[src/rtl/pad_rx_pkg.sv]
package pad_rx_pkg;

  typedef enum logic [1:0] {
    EV_LEVEL = 2'd0,
    EV_EDGE  = 2'd1,
    EV_OFF   = 2'd2,
    EV_BOTH  = 2'd3
  } evMode_e;

  typedef struct packed {
    logic gateZero;
    logic forceHigh;
    logic pickFiltered;
    logic flipPolarity;
    logic nativeInternal;
    logic evLevel;
    logic evRise;
    logic evAny;
  } condStrobe_t;

endpackage

[src/rtl/pad_rx_ctrl.sv]
module pad_rx_ctrl
  import pad_rx_pkg::*;
(
  input  logic        rxDisable,
  input  logic        forceOne,
  input  logic        useFiltered,
  input  logic        nativeSel,
  input  logic        invertEn,
  input  logic [1:0]  eventMode,
  output condStrobe_t strobe
);

  evMode_e modeDec;

  always_comb begin
    modeDec               = evMode_e'(eventMode);
    strobe                = '0;
    strobe.gateZero       = rxDisable;
    strobe.forceHigh      = forceOne & ~rxDisable;
    strobe.pickFiltered   = useFiltered;
    strobe.flipPolarity   = invertEn;
    strobe.nativeInternal = nativeSel;
    case (modeDec)
      EV_LEVEL: strobe.evLevel = 1'b1;
      EV_EDGE:  strobe.evRise  = 1'b1;
      EV_BOTH:  strobe.evAny   = 1'b1;
      default:  ;
    endcase
  end

endmodule

[src/rtl/pad_rx_datapath.sv]
module pad_rx_datapath
  import pad_rx_pkg::*;
#(
  parameter int SYNC_STAGES = 2,
  parameter int FILT_CYCLES = 3
) (
  input  logic        clk,
  input  logic        rstN,
  input  logic        padIn,
  input  condStrobe_t strobe,
  output logic        readState,
  output logic        nativeState,
  output logic        eventOut
);

  localparam int CW = (FILT_CYCLES < 2) ? 1 : $clog2(FILT_CYCLES);
  localparam logic [CW-1:0] CNT_LAST = CW'(FILT_CYCLES - 1);

  logic gatedIn;
  logic [SYNC_STAGES-1:0] syncChain;
  logic syncOut;
  logic filtOut;
  logic [CW-1:0] stableCnt;
  logic selState;
  logic invState;
  logic prevInv;

  assign gatedIn = strobe.gateZero ? 1'b0 : (strobe.forceHigh | padIn);

  generate
    for (genvar i = 0; i < SYNC_STAGES; i++) begin : g_sync
      always_ff @(posedge clk or negedge rstN) begin
        if (!rstN) syncChain[i] <= 1'b0;
        else if (i == 0) syncChain[i] <= gatedIn;
        else syncChain[i] <= syncChain[(i == 0) ? 0 : i-1];
      end
    end
  endgenerate

  assign syncOut = syncChain[SYNC_STAGES-1];

  always_ff @(posedge clk or negedge rstN) begin
    if (!rstN) begin
      filtOut   <= 1'b0;
      stableCnt <= '0;
    end else if (syncOut == filtOut) begin
      stableCnt <= '0;
    end else if (stableCnt == CNT_LAST) begin
      filtOut   <= syncOut;
      stableCnt <= '0;
    end else begin
      stableCnt <= stableCnt + 1'b1;
    end
  end

  assign selState    = strobe.pickFiltered ? filtOut : syncOut;
  assign invState    = selState ^ strobe.flipPolarity;
  assign readState   = strobe.gateZero ? 1'b0 : filtOut;
  assign nativeState = strobe.nativeInternal ? invState : gatedIn;

  always_ff @(posedge clk or negedge rstN) begin
    if (!rstN) prevInv <= 1'b0;
    else prevInv <= invState;
  end

  always_comb begin
    eventOut = 1'b0;
    if (strobe.evLevel)     eventOut = invState;
    else if (strobe.evRise) eventOut = invState & ~prevInv;
    else if (strobe.evAny)  eventOut = invState ^ prevInv;
  end

  AST_FILTER_TAKES_SYNC: assert property (@(posedge clk) disable iff (!rstN)
    (filtOut != $past(filtOut)) |-> (filtOut == $past(syncOut)));

  AST_FILTER_HOLDS_ON_AGREE: assert property (@(posedge clk) disable iff (!rstN)
    ($past(syncOut) == $past(filtOut)) |-> (filtOut == $past(filtOut)));

endmodule

[src/rtl/pad_rx_cond.sv]
module pad_rx_cond
  import pad_rx_pkg::*;
#(
  parameter int SYNC_STAGES = 2,
  parameter int FILT_CYCLES = 3
) (
  input  logic       clk,
  input  logic       rstN,
  input  logic       padIn,
  input  logic       rxDisable,
  input  logic       forceOne,
  input  logic       useFiltered,
  input  logic       nativeSel,
  input  logic       invertEn,
  input  logic [1:0] eventMode,
  output logic       readState,
  output logic       nativeState,
  output logic       eventOut
);

  condStrobe_t strobe;
  logic armed;

  pad_rx_ctrl u_ctrl (
    .rxDisable  (rxDisable),
    .forceOne   (forceOne),
    .useFiltered(useFiltered),
    .nativeSel  (nativeSel),
    .invertEn   (invertEn),
    .eventMode  (eventMode),
    .strobe     (strobe)
  );

  pad_rx_datapath #(
    .SYNC_STAGES(SYNC_STAGES),
    .FILT_CYCLES(FILT_CYCLES)
  ) u_dp (
    .clk        (clk),
    .rstN       (rstN),
    .padIn      (padIn),
    .strobe     (strobe),
    .readState  (readState),
    .nativeState(nativeState),
    .eventOut   (eventOut)
  );

  always_ff @(posedge clk or negedge rstN) begin
    if (!rstN) armed <= 1'b0;
    else armed <= 1'b1;
  end

  AST_DISABLED_READS_ZERO: assert property (@(posedge clk) disable iff (!rstN)
    rxDisable |-> !readState);

  AST_OFF_MODE_SILENT: assert property (@(posedge clk) disable iff (!rstN)
    (eventMode == 2'd2) |-> !eventOut);

  AST_EDGE_SINGLE_CYCLE: assert property (@(posedge clk) disable iff (!rstN)
    (armed && eventMode == 2'd1 && $past(eventMode) == 2'd1 && $past(eventOut))
      |-> !eventOut);

  AST_RAW_NATIVE_FORCED: assert property (@(posedge clk) disable iff (!rstN)
    (!nativeSel && forceOne && !rxDisable) |-> nativeState);

endmodule

[config.mk]
export PLATFORM = sky130hd
export DESIGN_NAME = pad_rx_cond
export DESIGN_NICKNAME = d
export VERILOG_FILES = /design/src/rtl/pad_rx_pkg.sv /design/src/rtl/pad_rx_ctrl.sv /design/src/rtl/pad_rx_datapath.sv /design/src/rtl/pad_rx_cond.sv
export SDC_FILE = /design/constraint.sdc
export NUM_CORES = 1
export LEC_CHECK = 0
export CAP_MARGIN = 10
export CORE_AREA = 5 5 42 44
export CTS_BUF_LIST = sky130_fd_sc_hd__clkbuf_8
export CTS_CLUSTER_DIAMETER = 60
export DETAILED_ROUTE_END_ITERATION = 8
export DIE_AREA = 0 0 47 49
export DONT_BUFFER_PORTS = 1
export MAX_ROUTING_LAYER = met4
export SLEW_MARGIN = 30
export SYNTH_ARGS = -nofsm -noshare
export SYNTH_HDL_FRONTEND = slang
export SYNTH_HIERARCHICAL = 1
export SYNTH_SLANG_ARGS = --single-unit
[constraint.sdc]
create_clock -name clk -period 3.3 [get_ports clk]
set_input_delay 0.165 -clock clk [delete_from_list [all_inputs] [get_ports clk]]
set_output_delay 0.165 -clock clk [all_outputs]
set_load 0.01 [all_outputs]
== After elaboration in Yosys (flattened, before gate mapping) ==
Index checks and enable logic that the tools add are counted.
Operators by class
  add/sub/neg operators: 1
  eq/ne operators: 4
  multiplexer cells: 12
  bitwise operators: 8
  reductions and logical operators: 2
Operators with widths (number)
  $mux W1: 10
  $eq A2 B2 Y1 const B: 2
  $mux W2: 2
  $not A1 Y1: 3
  $add A2 B1 Y2 const B: 1
  $and A1 B1 Y1: 2
  $eq A2 B1 Y1 const B: 1
  $logic_not A2 Y1: 1
  $reduce_and A2 Y1: 1
  $xor A1 B1 Y1: 2
  $eq A1 B1 Y1: 1
  $or A1 B1 Y1: 1
Word-level totals
  register bits: 6
  input bits: 10
  output and inout bits: 3
  word-level logic and storage cells: 32

== Logic depth before layout (Yosys ltp) ==
Gate-level depths: netlist of run 1.
  depth in word-level cells: 6
  gate-level depth with buffers: 7
  gate-level depth less buffers: 6

== Modules after synthesis ==
The synthesis of run 1 kept the hierarchy.
By module, submodules not included
  pad_rx_datapath: times used 1, cells an instance 23, area each 279.0 µm², sequential area each 150.1 µm²
  pad_rx_ctrl: times used 1, cells an instance 8, area each 52.6 µm², sequential area each 0.0 µm²

== Worst setup path after synthesis of run 1 ==
OpenSTA, ideal clock, no wires.
  path type: reg2out
  start: reg u_dp.filtOut
  end: out eventOut
  arrival: 1.617 ns
  data required time: 3.135 ns
  setup slack: 1.518 ns
  cell stages (with the launch flop): 7
  buffers on the path: 0
  cell sequence: dfrtp_1 mux2i_1 xnor2_1 ha_1 or3b_1 a21oi_1 a21o_2
Between the ends
  longest elaborated chain between the ends: 6
  elaborated cells on any way between the ends: 7
  those cells by class: mux (4); bitwise (3)
Ends and longest elaborated chain
  start, declared: RTL line pad_rx_datapath.sv:22  | logic filtOut;
  start signal, assigned: RTL line pad_rx_datapath.sv:49  | filtOut <= syncOut;
  $mux W1 *: RTL line pad_rx_datapath.sv:56  | assign selState = strobe.pickFiltered ? filtOut : syncOut;
  $xor A1 B1 Y1 *: RTL line pad_rx_datapath.sv:57  | assign invState = selState ^ strobe.flipPolarity;
  named net u_dp.invState: RTL line pad_rx_datapath.sv:25  | logic invState;
  $xor A1 B1 Y1: RTL line pad_rx_datapath.sv:70  | else if (strobe.evAny) eventOut = invState ^ prevInv;
  $mux W1: RTL line pad_rx_datapath.sv:70
  $mux W1: RTL line pad_rx_datapath.sv:69  | else if (strobe.evRise) eventOut = invState & ~prevInv;
  $mux W1 *: RTL line pad_rx_datapath.sv:68  | if (strobe.evLevel) eventOut = invState;
  end, declared: RTL line pad_rx_cond.sv:18  | output logic eventOut
The timed path passes the listed nets; every way through them passes the cells marked *.

== Worst setup path in the final report of run 1 ==
Same ends and word-level chain as after synthesis.

==> summary.txt, run 1 <==
Route
  • Via-to-Cell Ratio: between 4 and 5
  • Via total after detailed routing: between 150 and 200
  • Iteration-0 DRC Markers: 0
  • Routed wire length per instance: roughly 10 um
  • Drc violations: 0
  • Total Routed Length: 470 um
  • DRT Pass-1 Iters: 1
  • Number of nets with antenna violations after routing: 0

Timing
  • Total count of max-transition violations in the final report: 0
  • Slew Limit Headroom: 73.8%
  • Total setup violations reported at the end of the flow: 0
  • Shortest clock period the worst path allows after layout: between 2 and 2.5 ns
  • Unrepaired setup endpoints after global routing: false
  • Final number of hold-violating endpoints: 0
  • Final period utilization: roughly two thirds
  • Fmax: ~470 MHz
  • Aggregate negative setup slack: 0 ns
  • Worst Tran Pin Value: 0.390 ns
  • Clock Skew: around 0.00025 ns
  • Worst setup margin: between 1 and 1.5 ns

Placement
  • Total placed instance area: ~320 um2
  • Final RePlAce weighted congestion: between 0.6 and 0.7
  • Number of port buffers: 0
  • HPWL after detailed placement: slightly below 400 um
  • Post-placement worst setup slack: between 1 and 1.5 ns

Critical path
  • Critical Path Stages: 6
  • Sequence of cells on the critical path: mux2i_1, xnor2_1, ha_1, or3b_1, a21oi_1, a21o_2
  • Setup crit end kind: output port
  • Number of buffers and inverters on the critical path: 0
  • Launching element of the worst setup path: u_dp/filtOut
  • Cell family with the largest share of critical-path delay: flip-flops
  • Critical Setup Path Class: flop to output port
  • Count of cells along the worst register-to-register path: 2
  • Critical-path cell with the highest stage delay: sky130_fd_sc_hd__dfrtp_1
  • CP max stage delay: just under 0.4 ns
  • Data required time at the worst endpoint: around 3.1 ns
  • Endpoint of the lowest-slack register-to-register path: u_dp/prevInv
  • Category of the worst setup path launch point: flop
  • Maximum fanout count along the critical path: 4
  • Start of the worst register-to-register path: u_dp/filtOut
  • Worst R2R Setup Slack: 2.32 ns
  • Arrival time of data at the critical path endpoint: 1.98 ns

GRT
  • Number of antenna violations at the first check in global routing: 0
  • Global-route wire length before repair: 883 um
  • Largest net degree at the start of global routing: 7
  • Total track usage: 5.54%
  • Total global routing overflow: 0
  • Via count of the first global-routing pass: 228

Worst hold path
  • Worst hold path type: input port to flop
  • Endpoint, Worst Hold: u_dp/syncChain[0]
  • Hold Path Origin: rxDisable
  • Instance count along the most critical hold path: 1

Clocking
  • Clock tree from TritonCTS: yes
  • Number of sinks handled by clock tree synthesis: 6
  • Clock buffers created by TritonCTS: 3
  • CTS max path bufs: 2
  • CTS root buffer: sky130_fd_sc_hd__clkbuf_8
  • Cells resized by post-CTS repair: 0
  • Number of H-tree levels: 1
  • Reg clk slew, reported paths: roughly 0.03 ns
  • Source-to-sink clock delay at the later pin of the worst-skew pair: 0.22 ns

Pwr
  • VDD IR max: between 0.2 and 0.3 mV
  • Total chip power: between 0.0002 and 0.0003 W
  • Total power divided by cell area: 746 nW/um2
  • Leakage dissipation: about 0.17 nW

Floorplanning
  • I/O pin count: 13
  • Placeable Area: between 1000 and 1500 um2
  • Die H: ~49 um
  • Area of the die: approximately 2300 um2
  • Cell row count: 14
  • Horizontal extent of the die: 47 um
  • Initial Util: approximately a quarter

Synth
  • Synth top area cells: sky130_fd_sc_hd__dfrtp_1 45%, sky130_fd_sc_hd__buf_4 9.1%, sky130_fd_sc_hd__nor2b_1 5.7%
  • YS warnings: 6
  • Most used standard cell by instance count after synthesis: sky130_fd_sc_hd__dfrtp_1
  • Net count of the mapped netlist: 42
  • Flip-flop cell with the highest count after synthesis: sky130_fd_sc_hd__dfrtp_1
  • Post-synthesis cell area: between 300 and 400 um2
  • Number of instances in the synthesized netlist: 31
  • Register bit count reported by yosys: 6
  • Mean area per synthesized cell: 10.7 um2
  • Ys async rst share: 100%
  • Most numerous cell types in the synthesized netlist: 6 x sky130_fd_sc_hd__dfrtp_1, 4 x sky130_fd_sc_hd__buf_4, 3 x sky130_fd_sc_hd__nor2_1, 3 x sky130_fd_sc_hd__nor2b_1, 2 x sky130_fd_sc_hd__xnor2_1
  • Yosys top cell by area: sky130_fd_sc_hd__dfrtp_1
  • Register area share after synthesis: a little under half
  • Share of the synthesized area in the top cell type: 45.3%
  • Number of enable flip-flop cells after synthesis: 0
  • Yosys cell types: 18

Run
  • Maxcap violations: 0

Finish
  • Post-layout nets: between 40 and 50
  • Antenna Cells: 0
  • End-of-flow core utilization: between 20% and 30%
  • Share of cells above drive strength 1: between 10% and 20%
  • Design Area, Final: roughly 370 um2
  • Area added between synthesis and finish: 12.5%

Run status
  • Result of the run: completed
==> layer usage <==
metal / share of wire, % / track usage, % / up-vias
met3: 7.9 / 1.48 / 0
li1: - / - / 100
met4: 0 / 4.15 / 0
met2: 45 / 6.33 / 11
met1: 47 / 7.90 / 83
met5: 0 / - / -
==> repair_timing <==
| item | 4_1_cts | 5_1_grt |
|---|---|---|
| hold buffers | 1 | 0 |
| buffers inserted | 0 | 0 |
| hold endpoints to repair | 6 | 0 |
==> worst register-to-register path, delay by kind of cell (launching register included) <==
| kind | cells | cell delay, ns |
|---|---|---|
| xor+xnor | 1 | 0.34 |
| flops | 1 | 0.39 |
| mux | 1 | 0.10 |
==> power by group <==
part           leakage (nW)  internal [W]  switching [W]   total, W
Combinational        0.0708     0.0000352      0.0000295  0.0000647
Clock                0.0216     0.0000780      0.0000276   0.000106
Sequential           0.0758     0.0000946      0.0000133   0.000108
==> cell families after synthesis <==
kind of cell | after synthesis | synth area share (%)
muxes | 3 | 10.9
buffers and inverters | 5 | 10.2
DFF | 6 | 45.3
xor gates and xnor gates | 2 | 5.28
and+or+nand+nor | 12 | 20.4
AOI/OAI and AO/OA | 2 | 4.15
adders and majority gates | 1 | 3.77
==> metrics by stage <==
| stage | instances | hold slack, ns |
|---|---|---|
| 5_1_grt | 47 | 0.0372 |
| 3_3_place_gp | 43 | -0.130 |
| 3_5_place_dp | 43 | -0.130 |
| 4_1_cts | 47 | 0.0258 |
| 6_report | 47 | 0.0292 |
| 2_1_floorplan | 31 | -0.131 |
==> worst max path at each step <==
stage / endpoint / slack (ns)
final: eventOut / 1.15
after global placement: eventOut / 1.39
after floorplan: eventOut / 1.52
after detailed placement: eventOut / 1.37
after CTS: eventOut / 1.12
after global routing: eventOut / 1.04
==> layout make-up <==
type,count,area [um2]
Sequential cell,6,150
Inverter,1,3.75
Multi-Input combinational cell,20,148
Clock buffer,3,41.3
Tap cell,16,20.0
Timing Repair Buffer,1,10.0
Fill cell,152,1030
==> state kept, by name (all words and copies together), names as in the netlist <==
register and cells:
u_dp/filtOut 1, u_dp/prevInv 1, u_dp/stableCnt 2, u_dp/syncChain 1
u_dp/syncOut 1
==> cell usage in the layout (no fill, tap or decap), drive strengths merged <==
cell	synthesis	final
a21o	1	1
a21oi	1	1
and2	1	1
clkbuf	0	3
dfrtp	6	6
dlygate4sd3	0	1
ha	1	1
inv	1	1
mux2	2	2
mux2i	1	1
nand2	1	1
nand2b	1	1
nor2	3	3
nor2b	3	3
nor3	1	1
nor3b	1	1
or3b	1	1
xnor2	2	2
Note: power is estimated with default switching activity, not from simulation.
==> run 2, diff against run 1 <==
- clock period: 3.3 -> 2.1 ns (I/O delays scaled with it)
==> run 2 against run 1 <==
Against the previous run: sequential share of layout area is 2.8 points lower; cell count increased by 2.1%; wire length increased by 2.8%; setup slack worse by 1.0 ns; die area is the same; cell area rose by 8.4%; core utilization rose by 2.2 points; hold slack worse by 0.0068 ns; sequential cell count stayed put; combinational power grew 78%; register-to-register slack lost 1.1 ns; largest power group unchanged.
==> summary.txt, run 2 (synthesis results as in run 1) <==
GRT
  • Largest net degree at the start of global routing: 7
  • Global-route wire length before repair: between 700 and 800 um
  • Total track usage: slightly below 5%
  • Total global routing overflow: 0
  • Via count of the first global-routing pass: 214
  • Number of antenna violations at the first check in global routing: 0

Placement
  • HPWL after detailed placement: between 400 and 500 um
  • Number of port buffers: 0
  • Total placed instance area: about 320 um2
  • Final RePlAce weighted congestion: between 0.6 and 0.7
  • Post-placement worst setup slack: between 0.2 and 0.25 ns

Floorplanning
  • Cell row count: 14
  • Area of the die: ~2300 um2
  • Placeable Area: ~1400 um2
  • Initial Util: between 20% and 30%
  • Die H: a little under 50 um
  • I/O pin count: 13
  • Horizontal extent of the die: 47 um

Clocking
  • Clock tree from TritonCTS: yes
  • Post-CTS setup buffers: 0
  • Number of H-tree levels: 1
  • CTS max path bufs: 2
  • Number of sinks handled by clock tree synthesis: 6
  • CTS root buffer: sky130_fd_sc_hd__clkbuf_8
  • Clock buffers created by TritonCTS: 3
  • Reg clk slew, reported paths: 0.03 ns
  • Source-to-sink clock delay at the later pin of the worst-skew pair: approximately 0.21 ns

Timing
  • Aggregate negative setup slack: 0 ns
  • Total setup violations reported at the end of the flow: 0
  • Clock Skew: roughly 0.00036 ns
  • Total count of max-transition violations in the final report: 0
  • Final number of hold-violating endpoints: 0
  • Shortest clock period the worst path allows after layout: slightly below 2 ns
  • Slew Limit Headroom: approximately 83%
  • Fmax: approximately 500 MHz
  • Worst setup margin: approximately 0.11 ns
  • Unrepaired setup endpoints after global routing: false
  • Worst Tran Pin Value: around 0.26 ns
  • Final period utilization: approximately 95%

Route
  • Routed wire length per instance: 10.1 um
  • Number of nets with antenna violations after routing: 0
  • Drc violations: 0
  • Total Routed Length: around 480 um
  • DRT Pass-1 Iters: 1
  • Via total after detailed routing: approximately 200
  • Iteration-0 DRC Markers: 0
  • Via-to-Cell Ratio: between 4 and 5

Critical path
  • Critical-path cell with the highest stage delay: sky130_fd_sc_hd__dfrtp_2
  • Number of buffers and inverters on the critical path: 0
  • Data required time at the worst endpoint: roughly 2 ns
  • CP max stage delay: approximately 0.43 ns
  • Critical Setup Path Class: flop to output port
  • Maximum fanout count along the critical path: 4
  • Cell family with the largest share of critical-path delay: flip-flops
  • Category of the worst setup path launch point: flop
  • Setup crit end kind: output port
  • Sequence of cells on the critical path: mux2i_4, xnor2_2, ha_1, or3b_1, a21oi_1, a21o_2
  • Arrival time of data at the critical path endpoint: between 1.5 and 2 ns

Pwr
  • Total chip power: approximately 0.00046 W
  • Leakage dissipation: 0.176 nW
  • VDD IR max: ~0.38 mV
  • Total power divided by cell area: about 1100 nW/um2

Run status
  • Result of the run: completed

Worst hold path
  • Worst hold path type: input port to flop

Finish
  • Most used cells in the layout excluding fill and tap cells: 5 x sky130_fd_sc_hd__dfrtp_1, 3 x sky130_fd_sc_hd__clkbuf_8, 3 x sky130_fd_sc_hd__nor2b_1, 3 x sky130_fd_sc_hd__nor2_1, 2 x sky130_fd_sc_hd__dlygate4sd3_1
  • Post-layout nets: 45
  • Share of cells above drive strength 1: 28.1%
  • Design Area, Final: approximately 400 um2
  • Antenna Cells: 0
  • Commonest non-fill, non-tap cell in the layout: sky130_fd_sc_hd__dfrtp_1
  • Number of flip-flops in the largest register: 2
  • Largest register by flop count: u_dp/stableCnt
  • Area added between synthesis and finish: 21.9%

Run
  • Maxcap violations: 0
## run 2: cell count changes in the layout (fill, tap and decap cells not counted), sizes merged
cell	change
dlygate4sd3	+1
## run 2: path summary, 6_finish.rpt
kind	startpoint	end	cells past startpoint	slack (ns)
max	u_dp/filtOut	eventOut	6	0.11
max in group asynchronous	rstN	u_dp/filtOut	1	1.68
max reg2reg	u_dp/stableCnt[1]	u_dp/filtOut	2	1.19
min in group asynchronous	rstN	u_dp/stableCnt[1]	1	0.20
min	invertEn	u_dp/prevInv	1	0.02
min reg2reg	u_dp/syncChain[0]	u_dp/syncOut	0	0.34
## run 2: worst reg2reg max path, delay by kind of cell, from the launching register on
| kind | cells | cell delay, ns |
|---|---|---|
| muxes | 1 | 0.33 |
| and+or+nand+nor | 1 | 0.08 |
| DFF | 1 | 0.38 |
## run 2: layout make-up
cell class | count | area, um2
fillers | 156 | 997
multi-input cells | 20 | 168
flip-flops and latches | 6 | 151
clock buffers | 3 | 41.3
repair buffers | 2 | 20.0
well taps | 16 | 20.0
inverters | 1 | 3.75
## run 2: power breakdown
| part | switching [W] | leakage (nW) | total [W] | internal (W) |
|---|---|---|---|---|
| logic | 0.0000491 | 0.0799 | 0.000115 | 0.0000663 |
| registers | 0.0000264 | 0.0745 | 0.000177 | 0.000150 |
| clock network | 0.0000416 | 0.0216 | 0.000164 | 0.000122 |
| total | 0.000117 | 0.176 | 0.000456 | 0.000339 |
## run 2: repair_timing
item                       4_1_cts  5_1_grt
hold endpoints to repair         7        0
resized for setup                0        4
setup endpoints to repair        0        1
hold buffers                     2        0
## run 2: metal layers
metal | vias to the layer above | track usage [%] | routed length (um)
met1 | 94 | 5.87 | 207
met5 | - | - | 0
met2 | 10 | 6.56 | 226
li1 | 99 | - | -
met3 | 0 | 1.11 | 50
met4 | 0 | 4.15 | 0
## run 2: metrics by stage
| stage | cells | hold slack (ns) | util, % |
|---|---|---|---|
| after global placement | 43 | -0.190 | 22.9 |
| after global routing | 48 | 0.0331 | 28.8 |
| final | 48 | 0.0224 | 28.8 |
| after CTS | 48 | 0.0761 | 27.3 |
| after detailed placement | 43 | -0.190 | 22.9 |
| after floorplan | 31 | -0.191 | - |
==> run 3, diff against run 2 <==
- PLACE_DENSITY: unset -> 0.34
==> run 3 against run 2 <==
Against the previous run: global-route usage increased by 1.4 points; core utilization decreased by 0.98 points; clock-buffer cell count unchanged; sequential cell count unchanged; largest cell class is now registers; highest routed layer unchanged.
==> summary.txt, run 3 (synthesis results as in run 1) <==
Run status
  • Result of the run: completed

Floorplanning
  • Placeable Area: approximately 1400 um2
  • I/O pin count: 13
  • Cell row count: 14
  • Horizontal extent of the die: around 47 um
  • Die H: 49 um
  • Area of the die: between 2000 and 2500 um2
  • Initial Util: 23.7%

Pwr
  • Portion of total power attributed to sequential cells: between 30% and 40%
  • Internal power component: approximately 0.00034 W
  • Switching Share: between 20% and 30%
  • Total power divided by cell area: between 1000 and 1500 nW/um2
  • Combinational share of power: between 20% and 30%
  • VDD IR max: approximately 0.5 mV
  • Switching power: about 0.00012 W
  • Clock power share: between 30% and 40%
  • Leakage dissipation: between 0.15 and 0.2 nW

Route
  • Total Routed Length: between 500 and 600 um
  • Number of nets with antenna violations after routing: 0
  • DRT Pass-1 Iters: 2
  • Drc violations: 0
  • Routed wire length per instance: ~12 um
  • Iteration-0 DRC Markers: 2
  • Via-to-Cell Ratio: roughly 4
  • Via total after detailed routing: 201

Clocking
  • Source-to-sink clock delay at the later pin of the worst-skew pair: 0.22 ns
  • CTS max path bufs: 2
  • Clock tree from TritonCTS: yes
  • Reg clk slew, reported paths: about 0.040 ns
  • Number of sinks handled by clock tree synthesis: 6
  • Post-CTS setup buffers: 0
  • Cells resized by post-CTS repair: 0
  • Number of hold buffers added after cts: 2
  • Clock buffers created by TritonCTS: 3
  • Number of H-tree levels: 1
  • CTS root buffer: sky130_fd_sc_hd__clkbuf_8

Worst hold path
  • Worst hold path type: input port to flop

GRT
  • Largest net degree at the start of global routing: 7
  • Total track usage: 6.31%
  • Via count of the first global-routing pass: ~220
  • Number of antenna violations at the first check in global routing: 0
  • Total global routing overflow: 0
  • Global-route wire length before repair: 972 um

Finish
  • Area added between synthesis and finish: 17.7%
  • Share of cells above drive strength 1: between 20% and 30%
  • Commonest non-fill, non-tap cell in the layout: sky130_fd_sc_hd__dfrtp_1
  • End-of-flow core utilization: 27.9%
  • Non-filler instance count after layout: approximately 50
  • Antenna Cells: 0
  • Number of filler instances in the final layout: between 150 and 200
  • Largest register by flop count: u_dp/stableCnt
  • Most used cells in the layout excluding fill and tap cells: 6 x sky130_fd_sc_hd__dfrtp_1, 3 x sky130_fd_sc_hd__clkbuf_8, 3 x sky130_fd_sc_hd__nor2b_1, 3 x sky130_fd_sc_hd__nor2_1
  • Post-layout nets: between 40 and 50
  • Number of flip-flops in the largest register: 2

Placement
  • Number of instances in the placed design: 44
  • Number of port buffers: 0
  • Post-placement worst setup slack: around 0.34 ns
  • HPWL after detailed placement: 452 um
  • Final RePlAce weighted congestion: 0.603

Critical path
  • Critical-path cell with the highest stage delay: sky130_fd_sc_hd__dfrtp_1
  • Arrival time of data at the critical path endpoint: about 1.9 ns
  • Sequence of cells on the critical path: mux2i_1, xnor2_1, ha_1, or3b_1, a21oi_1, a21o_2
  • Setup crit end kind: output port
  • Category of the worst setup path launch point: flop
  • Cell family with the largest share of critical-path delay: flip-flops
  • CP max stage delay: 0.40 ns
  • Data required time at the worst endpoint: 2.00 ns
  • Critical Setup Path Class: flop to output port
  • Maximum fanout count along the critical path: 4
  • Number of buffers and inverters on the critical path: 0

Timing
  • Final period utilization: 94.3%
  • Worst setup margin: approximately 0.12 ns
  • Slew Limit Headroom: about four fifths
  • Shortest clock period the worst path allows after layout: 1.98 ns
  • Worst Tran Pin Value: around 0.28 ns
  • Unrepaired setup endpoints after global routing: false
  • Aggregate negative setup slack: 0 ns
  • Fmax: approximately 500 MHz
  • Total count of max-transition violations in the final report: 0
  • Final number of hold-violating endpoints: 0
  • Total setup violations reported at the end of the flow: 0
  • Clock Skew: between 0.002 and 0.003 ns

Run
  • Maxcap violations: 0
==> run 3: changes by cell type in the layout (fill, tap and decap cells not counted), sizes merged <==
cell and change:
buf +1
==> run 3: cell type report <==
| class | instances | area [um2] | share of cell area, % |
|---|---|---|---|
| Clock buffer | 3 | 41.3 | 10.6 |
| Inverter | 1 | 3.75 | 0.962 |
| Multi-Input combinational cell | 20 | 148 | 37.8 |
| Sequential cell | 6 | 150 | 38.5 |
| Tap cell | 16 | 20.0 | 5.13 |
| Timing Repair Buffer | 3 | 27.5 | 7.05 |
==> run 3: power by group through the flow <==
stage / clock (W) / sequential (W) / combinational (W)
global placement: 0 / 0.000170 / 0.000109
detailed placement: 0 / 0.000172 / 0.000109
floorplan: 0 / 0.000166 / 0.0000937
global route: 0.000182 / 0.000176 / 0.000127
finish: 0.000171 / 0.000171 / 0.000112
CTS: 0.000178 / 0.000171 / 0.000116
==> run 3: path summary, 6_finish.rpt <==
check                             startpoint                end  slack, ns  depth (start not counted)
max                             u_dp/filtOut           eventOut       0.12                          6
min                                    padIn  u_dp/syncChain[0]       0.06                          2
max reg2reg                     u_dp/filtOut       u_dp/prevInv       1.13                          3
min reg2reg                u_dp/syncChain[0]       u_dp/syncOut       0.35                          0
max in group asynchronous               rstN       u_dp/prevInv       1.68                          1
min in group asynchronous               rstN  u_dp/stableCnt[0]       0.20                          1
==> run 3: layer usage <==
metal,GRT usage [%],share of wire (%),wire (um)
met1,6.68,42,243
met2,8.82,45,256
met3,6.64,13,76
met4,0,0,0
met5,-,0,0
==> run 3: per-stage QoR <==
step	cell area [um2]	hold WS (ns)	power, W
4_1_cts	390	0.0581	0.000464
2_1_floorplan	332	-0.191	0.000260
3_5_place_dp	329	-0.190	0.000281
3_3_place_gp	329	-0.190	0.000279
6_report	390	0.0610	0.000454
5_1_grt	390	0.0685	0.000484
